## src/rtl/gac_pkg.sv

```systemverilog
package gac_pkg;
  localparam logic [7:0] IDX_MODE1  = 8'h00;
  localparam logic [7:0] IDX_BORDER = 8'h02;
  localparam logic [7:0] IDX_MODE2  = 8'h03;
  localparam logic [7:0] IDX_EXTRAM = 8'h05;
  localparam logic [7:0] IDX_PAL    = 8'h10;

  typedef enum logic {PH_INDEX = 1'b0, PH_DATA = 1'b1} phase_e;
endpackage

```

## src/rtl/gac_port_seq.sv

```systemverilog
module gac_port_seq
  import gac_pkg::*;
#(
  parameter int IDX_W = 8
) (
  input  logic             clk_i,
  input  logic             rst_ni,
  input  logic             wr_i,
  input  logic             rd_status_i,
  input  logic [IDX_W-1:0] data_i,
  output logic             reg_we_o,
  output logic [IDX_W-1:0] reg_idx_o
);
  phase_e           phase_q;
  logic [IDX_W-1:0] idx_q;

  always_ff @(posedge clk_i or negedge rst_ni) begin
    if (!rst_ni) begin
      phase_q <= PH_INDEX;
      idx_q   <= '0;
    end else begin
      if (wr_i && phase_q == PH_INDEX) idx_q <= data_i;
      if (rd_status_i)  phase_q <= PH_INDEX;
      else if (wr_i)    phase_q <= (phase_q == PH_INDEX) ? PH_DATA : PH_INDEX;
    end
  end

  assign reg_we_o  = wr_i && (phase_q == PH_DATA);
  assign reg_idx_o = idx_q;


  phase_toggle_chk: assert property (@(posedge clk_i) disable iff (!rst_ni)
    (wr_i && !rd_status_i) |=> (phase_q != $past(phase_q)));

  status_clr_chk: assert property (@(posedge clk_i) disable iff (!rst_ni)
    rd_status_i |=> (phase_q == PH_INDEX));
endmodule

```

## src/rtl/gac_ctl_regs.sv

```systemverilog
module gac_ctl_regs
  import gac_pkg::*;
#(
  parameter int DATA_W = 8,
  parameter int PAL_N  = 16,
  parameter int PAL_W  = 4
) (
  input  logic                   clk_i,
  input  logic                   rst_ni,
  input  logic                   we_i,
  input  logic [DATA_W-1:0]      idx_i,
  input  logic [DATA_W-1:0]      data_i,
  output logic [DATA_W-1:0]      mode1_o,
  output logic [DATA_W-1:0]      border_o,
  output logic [DATA_W-1:0]      mode2_o,
  output logic                   ext_ram_o,
  output logic [PAL_N*PAL_W-1:0] pal_o
);
  logic [DATA_W-1:0] mode1_q, border_q, mode2_q;
  logic              ext_q;

  always_ff @(posedge clk_i or negedge rst_ni) begin
    if (!rst_ni) begin
      mode1_q  <= '0;
      border_q <= '0;
      mode2_q  <= '0;
      ext_q    <= 1'b0;
    end else if (we_i) begin
      case (idx_i)
        DATA_W'(IDX_MODE1):  mode1_q  <= data_i;
        DATA_W'(IDX_BORDER): border_q <= data_i;
        DATA_W'(IDX_MODE2):  mode2_q  <= data_i;
        DATA_W'(IDX_EXTRAM): ext_q    <= data_i[0];
        default: ;
      endcase
    end
  end

  for (genvar g = 0; g < PAL_N; g++) begin : g_pal
    localparam logic [DATA_W-1:0] ENTRY_IDX = DATA_W'(IDX_PAL) + DATA_W'(g);
    logic [PAL_W-1:0] ent_q;
    always_ff @(posedge clk_i or negedge rst_ni) begin
      if (!rst_ni)                         ent_q <= '0;
      else if (we_i && idx_i == ENTRY_IDX) ent_q <= data_i[PAL_W-1:0];
    end
    assign pal_o[g*PAL_W +: PAL_W] = ent_q;
  end

  assign mode1_o   = mode1_q;
  assign border_o  = border_q;
  assign mode2_o   = mode2_q;
  assign ext_ram_o = ext_q;


  pal_hold_chk: assert property (@(posedge clk_i) disable iff (!rst_ni)
    !we_i |=> $stable(pal_o));

  regs_hold_chk: assert property (@(posedge clk_i) disable iff (!rst_ni)
    !we_i |=> ($stable(mode1_o) && $stable(border_o) && $stable(mode2_o) && $stable(ext_ram_o)));
endmodule

```

## src/rtl/gac_page_reg.sv

```systemverilog
module gac_page_reg #(
  parameter int DATA_W     = 8,
  parameter int BANK_W     = 3,
  parameter int PAGE_W     = 14,
  parameter int LINE_SHIFT = 13,
  parameter int ADDR_W     = BANK_W + PAGE_W,
  parameter int SHIFT_W    = $clog2(ADDR_W + 1)
) (
  input  logic               clk_i,
  input  logic               rst_ni,
  input  logic               page_wr_i,
  input  logic [DATA_W-1:0]  page_data_i,
  input  logic               ext_ram_i,
  output logic [1:0]         line_mask_o,
  output logic [BANK_W-1:0]  disp_bank_o,
  output logic [BANK_W-1:0]  cpu_bank_o,
  output logic [ADDR_W-1:0]  addr_mask_o,
  output logic [SHIFT_W-1:0] line_shift_o,
  output logic [ADDR_W-1:0]  disp_base_o,
  output logic [ADDR_W-1:0]  cpu_base_o
);
  localparam logic [ADDR_W-1:0] NARROW_MASK = ADDR_W'((64'd1 << LINE_SHIFT) - 64'd1);
  localparam int LM_LO = DATA_W - 2;

  logic [1:0]        lm_q;
  logic [BANK_W-1:0] db_q, cb_q, db_d, cb_d;
  logic              even_only;

  always_comb begin
    even_only = page_data_i[DATA_W-1];
    db_d = page_data_i[BANK_W-1:0];
    cb_d = page_data_i[2*BANK_W-1:BANK_W];
    if (even_only) begin
      db_d[0] = 1'b0;
      cb_d[0] = 1'b0;
    end
  end

  always_ff @(posedge clk_i or negedge rst_ni) begin
    if (!rst_ni) begin
      lm_q <= '0;
      db_q <= '1;
      cb_q <= '1;
    end else begin
      if (page_wr_i) begin
        lm_q <= page_data_i[LM_LO +: 2];
        db_q <= db_d;
        cb_q <= cb_d;
      end
      // extended memory discards the stored mask
      if (ext_ram_i) lm_q <= '0;
    end
  end

  assign line_mask_o  = ext_ram_i ? 2'b00 : lm_q;
  assign addr_mask_o  = (line_mask_o != 2'b00) ? NARROW_MASK : '1;
  assign line_shift_o = (line_mask_o != 2'b00) ? SHIFT_W'(LINE_SHIFT) : '0;
  assign disp_bank_o  = db_q;
  assign cpu_bank_o   = cb_q;
  assign disp_base_o  = {db_q, {PAGE_W{1'b0}}};
  assign cpu_base_o   = {cb_q, {PAGE_W{1'b0}}};


  ext_discard_chk: assert property (@(posedge clk_i) disable iff (!rst_ni)
    ($fell(ext_ram_i) && !$past(page_wr_i)) |-> (line_mask_o == 2'b00));

  even_bank_chk: assert property (@(posedge clk_i) disable iff (!rst_ni)
    (page_wr_i && page_data_i[DATA_W-1]) |=> (!disp_bank_o[0] && !cpu_bank_o[0]));

  bank_hold_chk: assert property (@(posedge clk_i) disable iff (!rst_ni)
    !page_wr_i |=> ($stable(disp_bank_o) && $stable(cpu_bank_o)));
endmodule

```

## src/rtl/gate_array_ctl.sv

```systemverilog
module gate_array_ctl #(
  parameter int DATA_W     = 8,
  parameter int PAL_N      = 16,
  parameter int PAL_W      = 4,
  parameter int BANK_W     = 3,
  parameter int PAGE_W     = 14,
  parameter int LINE_SHIFT = 13,
  localparam int ADDR_W    = BANK_W + PAGE_W,
  localparam int SHIFT_W   = $clog2(ADDR_W + 1)
) (
  input  logic                   clk_i,
  input  logic                   rst_ni,
  input  logic                   port_wr_i,
  input  logic [DATA_W-1:0]      port_data_i,
  input  logic                   status_rd_i,
  input  logic                   page_wr_i,
  input  logic [DATA_W-1:0]      page_data_i,
  output logic [DATA_W-1:0]      mode1_o,
  output logic                   video_en_o,
  output logic                   blink_en_o,
  output logic                   gfx_o,
  output logic                   gfx16_o,
  output logic [DATA_W-1:0]      border_o,
  output logic [DATA_W-1:0]      mode2_o,
  output logic                   two_color_o,
  output logic                   ext_ram_o,
  output logic [PAL_N*PAL_W-1:0] pal_o,
  output logic [1:0]             line_mask_o,
  output logic [BANK_W-1:0]      disp_bank_o,
  output logic [BANK_W-1:0]      cpu_bank_o,
  output logic [ADDR_W-1:0]      addr_mask_o,
  output logic [SHIFT_W-1:0]     line_shift_o,
  output logic [ADDR_W-1:0]      disp_base_o,
  output logic [ADDR_W-1:0]      cpu_base_o
);
  logic              reg_we;
  logic [DATA_W-1:0] reg_idx;

  gac_port_seq #(.IDX_W(DATA_W)) u_seq (
    .clk_i       (clk_i),
    .rst_ni      (rst_ni),
    .wr_i        (port_wr_i),
    .rd_status_i (status_rd_i),
    .data_i      (port_data_i),
    .reg_we_o    (reg_we),
    .reg_idx_o   (reg_idx)
  );

  gac_ctl_regs #(.DATA_W(DATA_W), .PAL_N(PAL_N), .PAL_W(PAL_W)) u_regs (
    .clk_i     (clk_i),
    .rst_ni    (rst_ni),
    .we_i      (reg_we),
    .idx_i     (reg_idx),
    .data_i    (port_data_i),
    .mode1_o   (mode1_o),
    .border_o  (border_o),
    .mode2_o   (mode2_o),
    .ext_ram_o (ext_ram_o),
    .pal_o     (pal_o)
  );

  gac_page_reg #(
    .DATA_W(DATA_W), .BANK_W(BANK_W), .PAGE_W(PAGE_W),
    .LINE_SHIFT(LINE_SHIFT), .ADDR_W(ADDR_W), .SHIFT_W(SHIFT_W)
  ) u_page (
    .clk_i        (clk_i),
    .rst_ni       (rst_ni),
    .page_wr_i    (page_wr_i),
    .page_data_i  (page_data_i),
    .ext_ram_i    (ext_ram_o),
    .line_mask_o  (line_mask_o),
    .disp_bank_o  (disp_bank_o),
    .cpu_bank_o   (cpu_bank_o),
    .addr_mask_o  (addr_mask_o),
    .line_shift_o (line_shift_o),
    .disp_base_o  (disp_base_o),
    .cpu_base_o   (cpu_base_o)
  );

  assign gfx_o       = mode1_o[1];
  assign video_en_o  = mode1_o[3];
  assign gfx16_o     = mode1_o[4];
  assign blink_en_o  = mode1_o[5];
  assign two_color_o = mode2_o[3];


  mode_decode_chk: assert property (@(posedge clk_i) disable iff (!rst_ni)
    (reg_we && reg_idx == 8'h00) |=> (video_en_o == $past(port_data_i[3])));
endmodule

```

## config.mk

```make
export PLATFORM = sky130hd
export DESIGN_NAME = gate_array_ctl
export DESIGN_NICKNAME = d
export VERILOG_FILES = /design/src/rtl/gac_pkg.sv /design/src/rtl/gac_port_seq.sv /design/src/rtl/gac_ctl_regs.sv /design/src/rtl/gac_page_reg.sv /design/src/rtl/gate_array_ctl.sv
export SDC_FILE = /design/constraint.sdc
export NUM_CORES = 1
export LEC_CHECK = 0
export BUFFER_PORTS_ARGS = -buffer_cell sky130_fd_sc_hd__buf_2
export CELL_PAD_IN_SITES_DETAIL_PLACEMENT = 1
export CELL_PAD_IN_SITES_GLOBAL_PLACEMENT = 2
export CORE_ASPECT_RATIO = 1.5
export CORE_UTILIZATION = 33
export CTS_CLUSTER_DIAMETER = 120
export DETAILED_ROUTE_END_ITERATION = 10
export GPL_TIMING_DRIVEN = 1
export PLACE_DENSITY_LB_ADDON = 0.1
export SETUP_SLACK_MARGIN = 0.1
export SYNTH_ARGS = -nofsm -noshare
export SYNTH_HDL_FRONTEND = slang
export SYNTH_SLANG_ARGS = --single-unit
```

## constraint.sdc

```tcl
create_clock -name clk_i -period 3.6 [get_ports clk_i]
set_input_delay 0.72 -clock clk_i [delete_from_list [all_inputs] [get_ports clk_i]]
set_output_delay 0.72 -clock clk_i [all_outputs]
set_load 0.01 [all_outputs]
```

* After elaboration in Yosys (flattened, before gate mapping)
Index checks and enable logic that the tools add are counted.
Storage, ports and cells: flip-flop bits (word level) 106, input port bits 21, output and inout bits 158, word-level logic and storage cells 81
Operators by class: eq/ne operators 19, multiplexer cells 10, bitwise logic cells 1, reductions and logical operators 26
Operators with widths (number):
- == test 8 x 5 -> 1 bit (second input constant) | 16
- logical AND 1 bit | 18
- 2-to-1 mux 17 bit | 1
- == test 8 x 2 -> 1 bit (second input constant) | 2
- == test 8 x 3 -> 1 bit (second input constant) | 1
- zero test 8 bit | 1
- AND reduction 2 bit | 4
- 2-to-1 mux 2 bit | 3
- nonzero test 2 bit | 3
- 2-to-1 mux 1 bit | 5
- 2-to-1 mux 4 bit | 1
- NOT 1 bit | 1

* Depth between registers and ports, before layout
depth after elaboration 3, depth in mapped cells 4

* Cells and area by module
Synthesis repeated with hierarchy kept, for this count alone.
Unflattened totals: cells, all modules 335, area, all modules 4795.8 sq um
By module, submodules not included:
- gac_ctl_regs | instances 1, cells an instance 226, area an instance 3587.2 sq um, sequential area each 2227.1 sq um
- gac_page_reg | instances 1, cells an instance 82, area an instance 780.7 sq um, sequential area each 207.7 sq um
- gac_port_seq | instances 1, cells an instance 22, area an instance 390.4 sq um, sequential area each 225.2 sq um
- gate_array_ctl | instances 1, cells an instance 5, area an instance 37.5 sq um, sequential area each 0.0 sq um

* Least setup slack after synthesis
Ideal clock, no wire load.
kind reg-to-output, start register u_regs.ext_q, in the netlist u_regs.ext_ram_o, end output port addr_mask_o[14], arrival 1.190 ns, data required time 2.880 ns, setup slack 1.690 ns, cell stages (with the launch flop) 5, path buffers 1, path through dfrtp_1 -> nor2b_1 -> or2_2 -> inv_1 -> buf_4
On the way: word-level cells in the longest chain between the ends 3
Ends and longest elaborated chain:
- start, declared | RTL line gac_ctl_regs.sv:20 | logic ext_q;
- start signal, assigned | RTL line gac_ctl_regs.sv:33 | DATA_W'(IDX_EXTRAM): ext_q <= data_i[0];
- 2-to-1 mux 2 bit | RTL line gac_page_reg.sv:55 | assign line_mask_o = ext_ram_i ? 2'b00 : lm_q;
- named net line_mask_o[1] | RTL line gate_array_ctl.sv:28 | output logic [1:0] line_mask_o,
- nonzero test 2 bit | RTL line gac_page_reg.sv:56 | assign addr_mask_o = (line_mask_o != 2'b00) ? NARROW_MASK : '1;
- 2-to-1 mux 17 bit | RTL line gac_page_reg.sv:56
- end, declared | RTL line gate_array_ctl.sv:31 | output logic [ADDR_W-1:0] addr_mask_o,
The timed path passes the listed nets, and every way through them passes these cells.

* Final worst setup path
start register u_regs.ext_q, in the netlist u_regs.ext_ram_o, end output port addr_mask_o[13]
On the way: word-level cells in the longest chain between the ends 3
Ends and longest elaborated chain (RTL line):
- 2-to-1 mux 2 bit | gac_page_reg.sv:55
- nonzero test 2 bit | gac_page_reg.sv:56
- 2-to-1 mux 17 bit | gac_page_reg.sv:56
No other way between the ends.

==> flow_summary.ini <==
[critical_path]
crit_chain = nor2b_1 -> or2_2 -> inv_1 -> buf_2
path_type_of_the_worst_setup_path = register to output pin
r2r_depth = 4
crit_fanout = 6
slowest_stage = sky130_fd_sc_hd__dfrtp_1
critPathTopFamily = flip-flops
r2r_start = u_seq.reg_idx_o[5]
crit_arrival_ps = 1410
critPathCaptureType = output pin
ff2ff_setup_slack_ps = 1680
crit_path_start_kind = register
cp_num_buf_inv = 2
cp.required_ps = 2880
critical_path.reg2reg.endpoint = u_regs.g_pal[12].ent_q[2]
critical-path-max-stage-delay_ps = 440

[route]
wl_per_cell_um = 16.7
highest_metal_layer_with_signal_wires = met4
drt_wl_total_um = 10800
dr_wl_met3_um = 510
vias = 2812
drc_errors = 0
first_pass_iters = 4
via_per_inst = 4.35
wirelength_met1_um = 4220
drt-initial-drc-count = 46
detailroute.wirelength.met2_um = 5870
ant_nets = 0

[sta]
fin_ws_ps = 1470
finalSetupViolCount = 0
timing.setup.tns_ps = 0
hold_violations = 0
fmax_ghz = 0.468
final.setup_skew_ps = 6.18
grt_setup_unrepaired = no
slew-limit-headroom_pct = 45.7
fin_crit_sh_pct = 59.3
max_slew.worst_pin.slew_ps = 814
timing.final.max_slew_violations = 0
post-route-min-period_ps = 2130

[pwr]
ir_worst_vdd_uv = 198
power_density_mw_per_mm2 = 471
leakagePower_nw = 3.20
total_switching_power_uw = 660
share_seq_of_total_power_pct = 48.1
netSwitchingFraction_pct = 24.2
cellInternalPower_mw = 2.07
comb_power_share_pct = 11.5
clock_power_share_pct = 40.4
power_mw = 2.73

[synthesis]
netlist-cell-type-count = 30
average_cell_area_after_synthesis_um2 = 14.9
synth.yosys.seq_area_share_pct = 54.7
async_reset_ff_share_pct = 100
mappedNetlistArea_mm2 = 0.00487
post-synth-top-area-fraction_pct = 51.4
synth_edf_count = 0
synth_ff_type = sky130_fd_sc_hd__dfrtp_1
synth.top_cells.by_area = sky130_fd_sc_hd__dfrtp_1, sky130_fd_sc_hd__mux2_2, sky130_fd_sc_hd__buf_4
cell_type_with_the_highest_aggregate_area_in_the_netlist = sky130_fd_sc_hd__dfrtp_1
postSynthCellCount = 327
synth.yosys.warnings = 0
number_of_flip_flops_and_latches_in_the_synthesized_netlist = 106

[die]
die_outline_width_um = 101
floorplan.die_area_mm2 = 0.0152
io_pins = 179
core_mm2 = 0.0145
fp-row-count = 54
floorplan.die.height_um = 151
initial_utilization_pct = 33.7

[placed_design]
globalplace.congestion = 0.660
post_placement_worst_setup_slack_ps = 1420
detailedPlacementHpwl_um = 7810
port_buffers = 135

[global_route]
all_layer_global_routing_usage_pct = 15.2
largest_net_degree_at_the_start_of_global_routing = 62
global_route_wire_length_before_repair_um = 17100
grt_pass1_vias = 2891
number_of_antenna_violations_at_the_first_check_in_global_routing = 0
global_route_overflow = 0

[min_path]
hold_path_class = input pin to asynchronous set/reset pin

[finish]
multi_input_area_mm2 = 0.00184
area.growth.synth_to_final_pct = 19.0
final_core_util_pct = 40.0
layout.area.seq_mm2 = 0.00266
drive_gt1_share_pct = 60.2
n_fill_cell = 1579
nets = 466
antenna-diode-count = 0

[clocking]
h_tree_depth_reported_by_cts = 3
cts_tree = yes
cts_buffers = 9
post_cts_resize_count = 0
worst_skew_pair.late_latency_ps = 340
cts.hold.buffers_added = 0
postCtsSetupRepairBufs = 0
numClockSinks = 106
clockBufferDepth = 2
cts_root_buffer = sky130_fd_sc_hd__clkbuf_16
clkSlewWorstSetupHoldPaths_ps = 70

[status]
run_status = finished, final reports clean

[flow_run]
number_of_maximum_capacitance_violations = 0
-- power groups by stage --
stage	Sequential, mW	Clock, mW	Combinational [mW]
finish	1.31	1.10	0.314
global route	1.32	1.20	0.348
CTS	1.31	1.14	0.322
detailed placement	1.34	0	0.322
global placement	1.33	0	0.318
floorplan	1.35	0	0.221
-- placed cells by master, fill, tap and decap left out, types with 2 or more instances in the layout --
cell                        count
sky130_fd_sc_hd__nand3_2        3
sky130_fd_sc_hd__nor2b_1        3
sky130_fd_sc_hd__nor2_1         3
sky130_fd_sc_hd__dfstp_2        6
sky130_fd_sc_hd__clkbuf_16      9
sky130_fd_sc_hd__mux2_2        73
sky130_fd_sc_hd__clkbuf_1       2
sky130_fd_sc_hd__o21ai_0        2
sky130_fd_sc_hd__nand3_4       10
sky130_fd_sc_hd__buf_2        134
sky130_fd_sc_hd__nand3b_1       2
sky130_fd_sc_hd__mux2_4        20
sky130_fd_sc_hd__and4_1         5
sky130_fd_sc_hd__mux2i_1        2
sky130_fd_sc_hd__mux2_1         8
sky130_fd_sc_hd__buf_4          4
sky130_fd_sc_hd__and4b_1        2
sky130_fd_sc_hd__dfrtp_1      100
sky130_fd_sc_hd__conb_1        43
sky130_fd_sc_hd__bufinv_16      3
sky130_fd_sc_hd__and3_1         2
sky130_fd_sc_hd__inv_1          3
-- state kept, by name (all words and copies together) (netlist names) --
| signal | cells |
|---|---|
| u_regs.g_pal.ent_q | 64 |
| u_regs.border_o | 8 |
| u_regs.mode1_o | 8 |
| u_regs.mode2_o | 8 |
| u_seq.reg_idx_o | 8 |
| u_page.cpu_bank_o | 3 |
| u_page.disp_bank_o | 3 |
| u_page.lm_q | 2 |
| u_regs.ext_ram_o | 1 |
| u_seq.phase_q | 1 |
-- layer usage --
metal | global-route usage, % | vias to the layer above
met5 | 0 | -
li1 | - | 1264
met4 | 5.87 | 0
met2 | 26.4 | 110
met3 | 2.65 | 11
met1 | 18.6 | 1427
-- cell usage after synthesis, types with 3 or more instances --
| master | instances |
|---|---|
| sky130_fd_sc_hd__mux2_2 | 73 |
| sky130_fd_sc_hd__nand3_4 | 10 |
| sky130_fd_sc_hd__nand3_2 | 3 |
| sky130_fd_sc_hd__nor2b_1 | 3 |
| sky130_fd_sc_hd__dfrtp_1 | 100 |
| sky130_fd_sc_hd__clkbuf_1 | 10 |
| sky130_fd_sc_hd__mux2_4 | 20 |
| sky130_fd_sc_hd__and4_1 | 5 |
| sky130_fd_sc_hd__dfstp_2 | 6 |
| sky130_fd_sc_hd__mux2_1 | 8 |
| sky130_fd_sc_hd__inv_1 | 3 |
| sky130_fd_sc_hd__buf_4 | 59 |
| sky130_fd_sc_hd__nor2_1 | 3 |
-- cell families after synthesis --
logic type,Yosys count,share of synthesized area (%)
AO/OA/AOI/OAI,2,0.206
XOR/XNOR,1,0.180
buffers and inverters,75,10.7
flip-flops,106,54.7
multiplexers,103,25.3
other,2,0.154
AND/OR/NAND/NOR,38,8.74
-- worst max path at each step --
stage	startpoint	endpoint	slack, ps	cells past startpoint
2_1_floorplan	u_regs.ext_ram_o	addr_mask_o[14]	1690	4
3_3_place_gp	port_wr_i	u_regs.g_pal[13].ent_q[1]	1450	4
3_5_place_dp	port_wr_i	u_regs.g_pal[13].ent_q[3]	1420	4
4_1_cts	u_regs.ext_ram_o	addr_mask_o[13]	1430	4
5_1_grt	u_regs.ext_ram_o	addr_mask_o[13]	1350	4
6_report	u_regs.ext_ram_o	addr_mask_o[13]	1470	4
-- cell type report --
cell class,count,area share [%]
Clock buffer,11,4.02
Sequential cell,106,45.9
Timing Repair Buffer,138,12.1
Clock inverter,5,1.77
Inverter,3,0.194
Tap cell,196,4.24
Multi-Input combinational cell,187,31.7
-- metrics by stage --
| step | cell area (µm²) | std cells | hold slack [ps] |
|---|---|---|---|
| after global routing | 5790 | 646 | 500 |
| after CTS | 5790 | 646 | 475 |
| after detailed placement | 5460 | 630 | 469 |
| final | 5790 | 646 | 435 |
| after global placement | 5460 | 630 | 470 |
| after floorplan | 5020 | 368 | 424 |
Note: power is estimated with default switching activity, not from simulation.
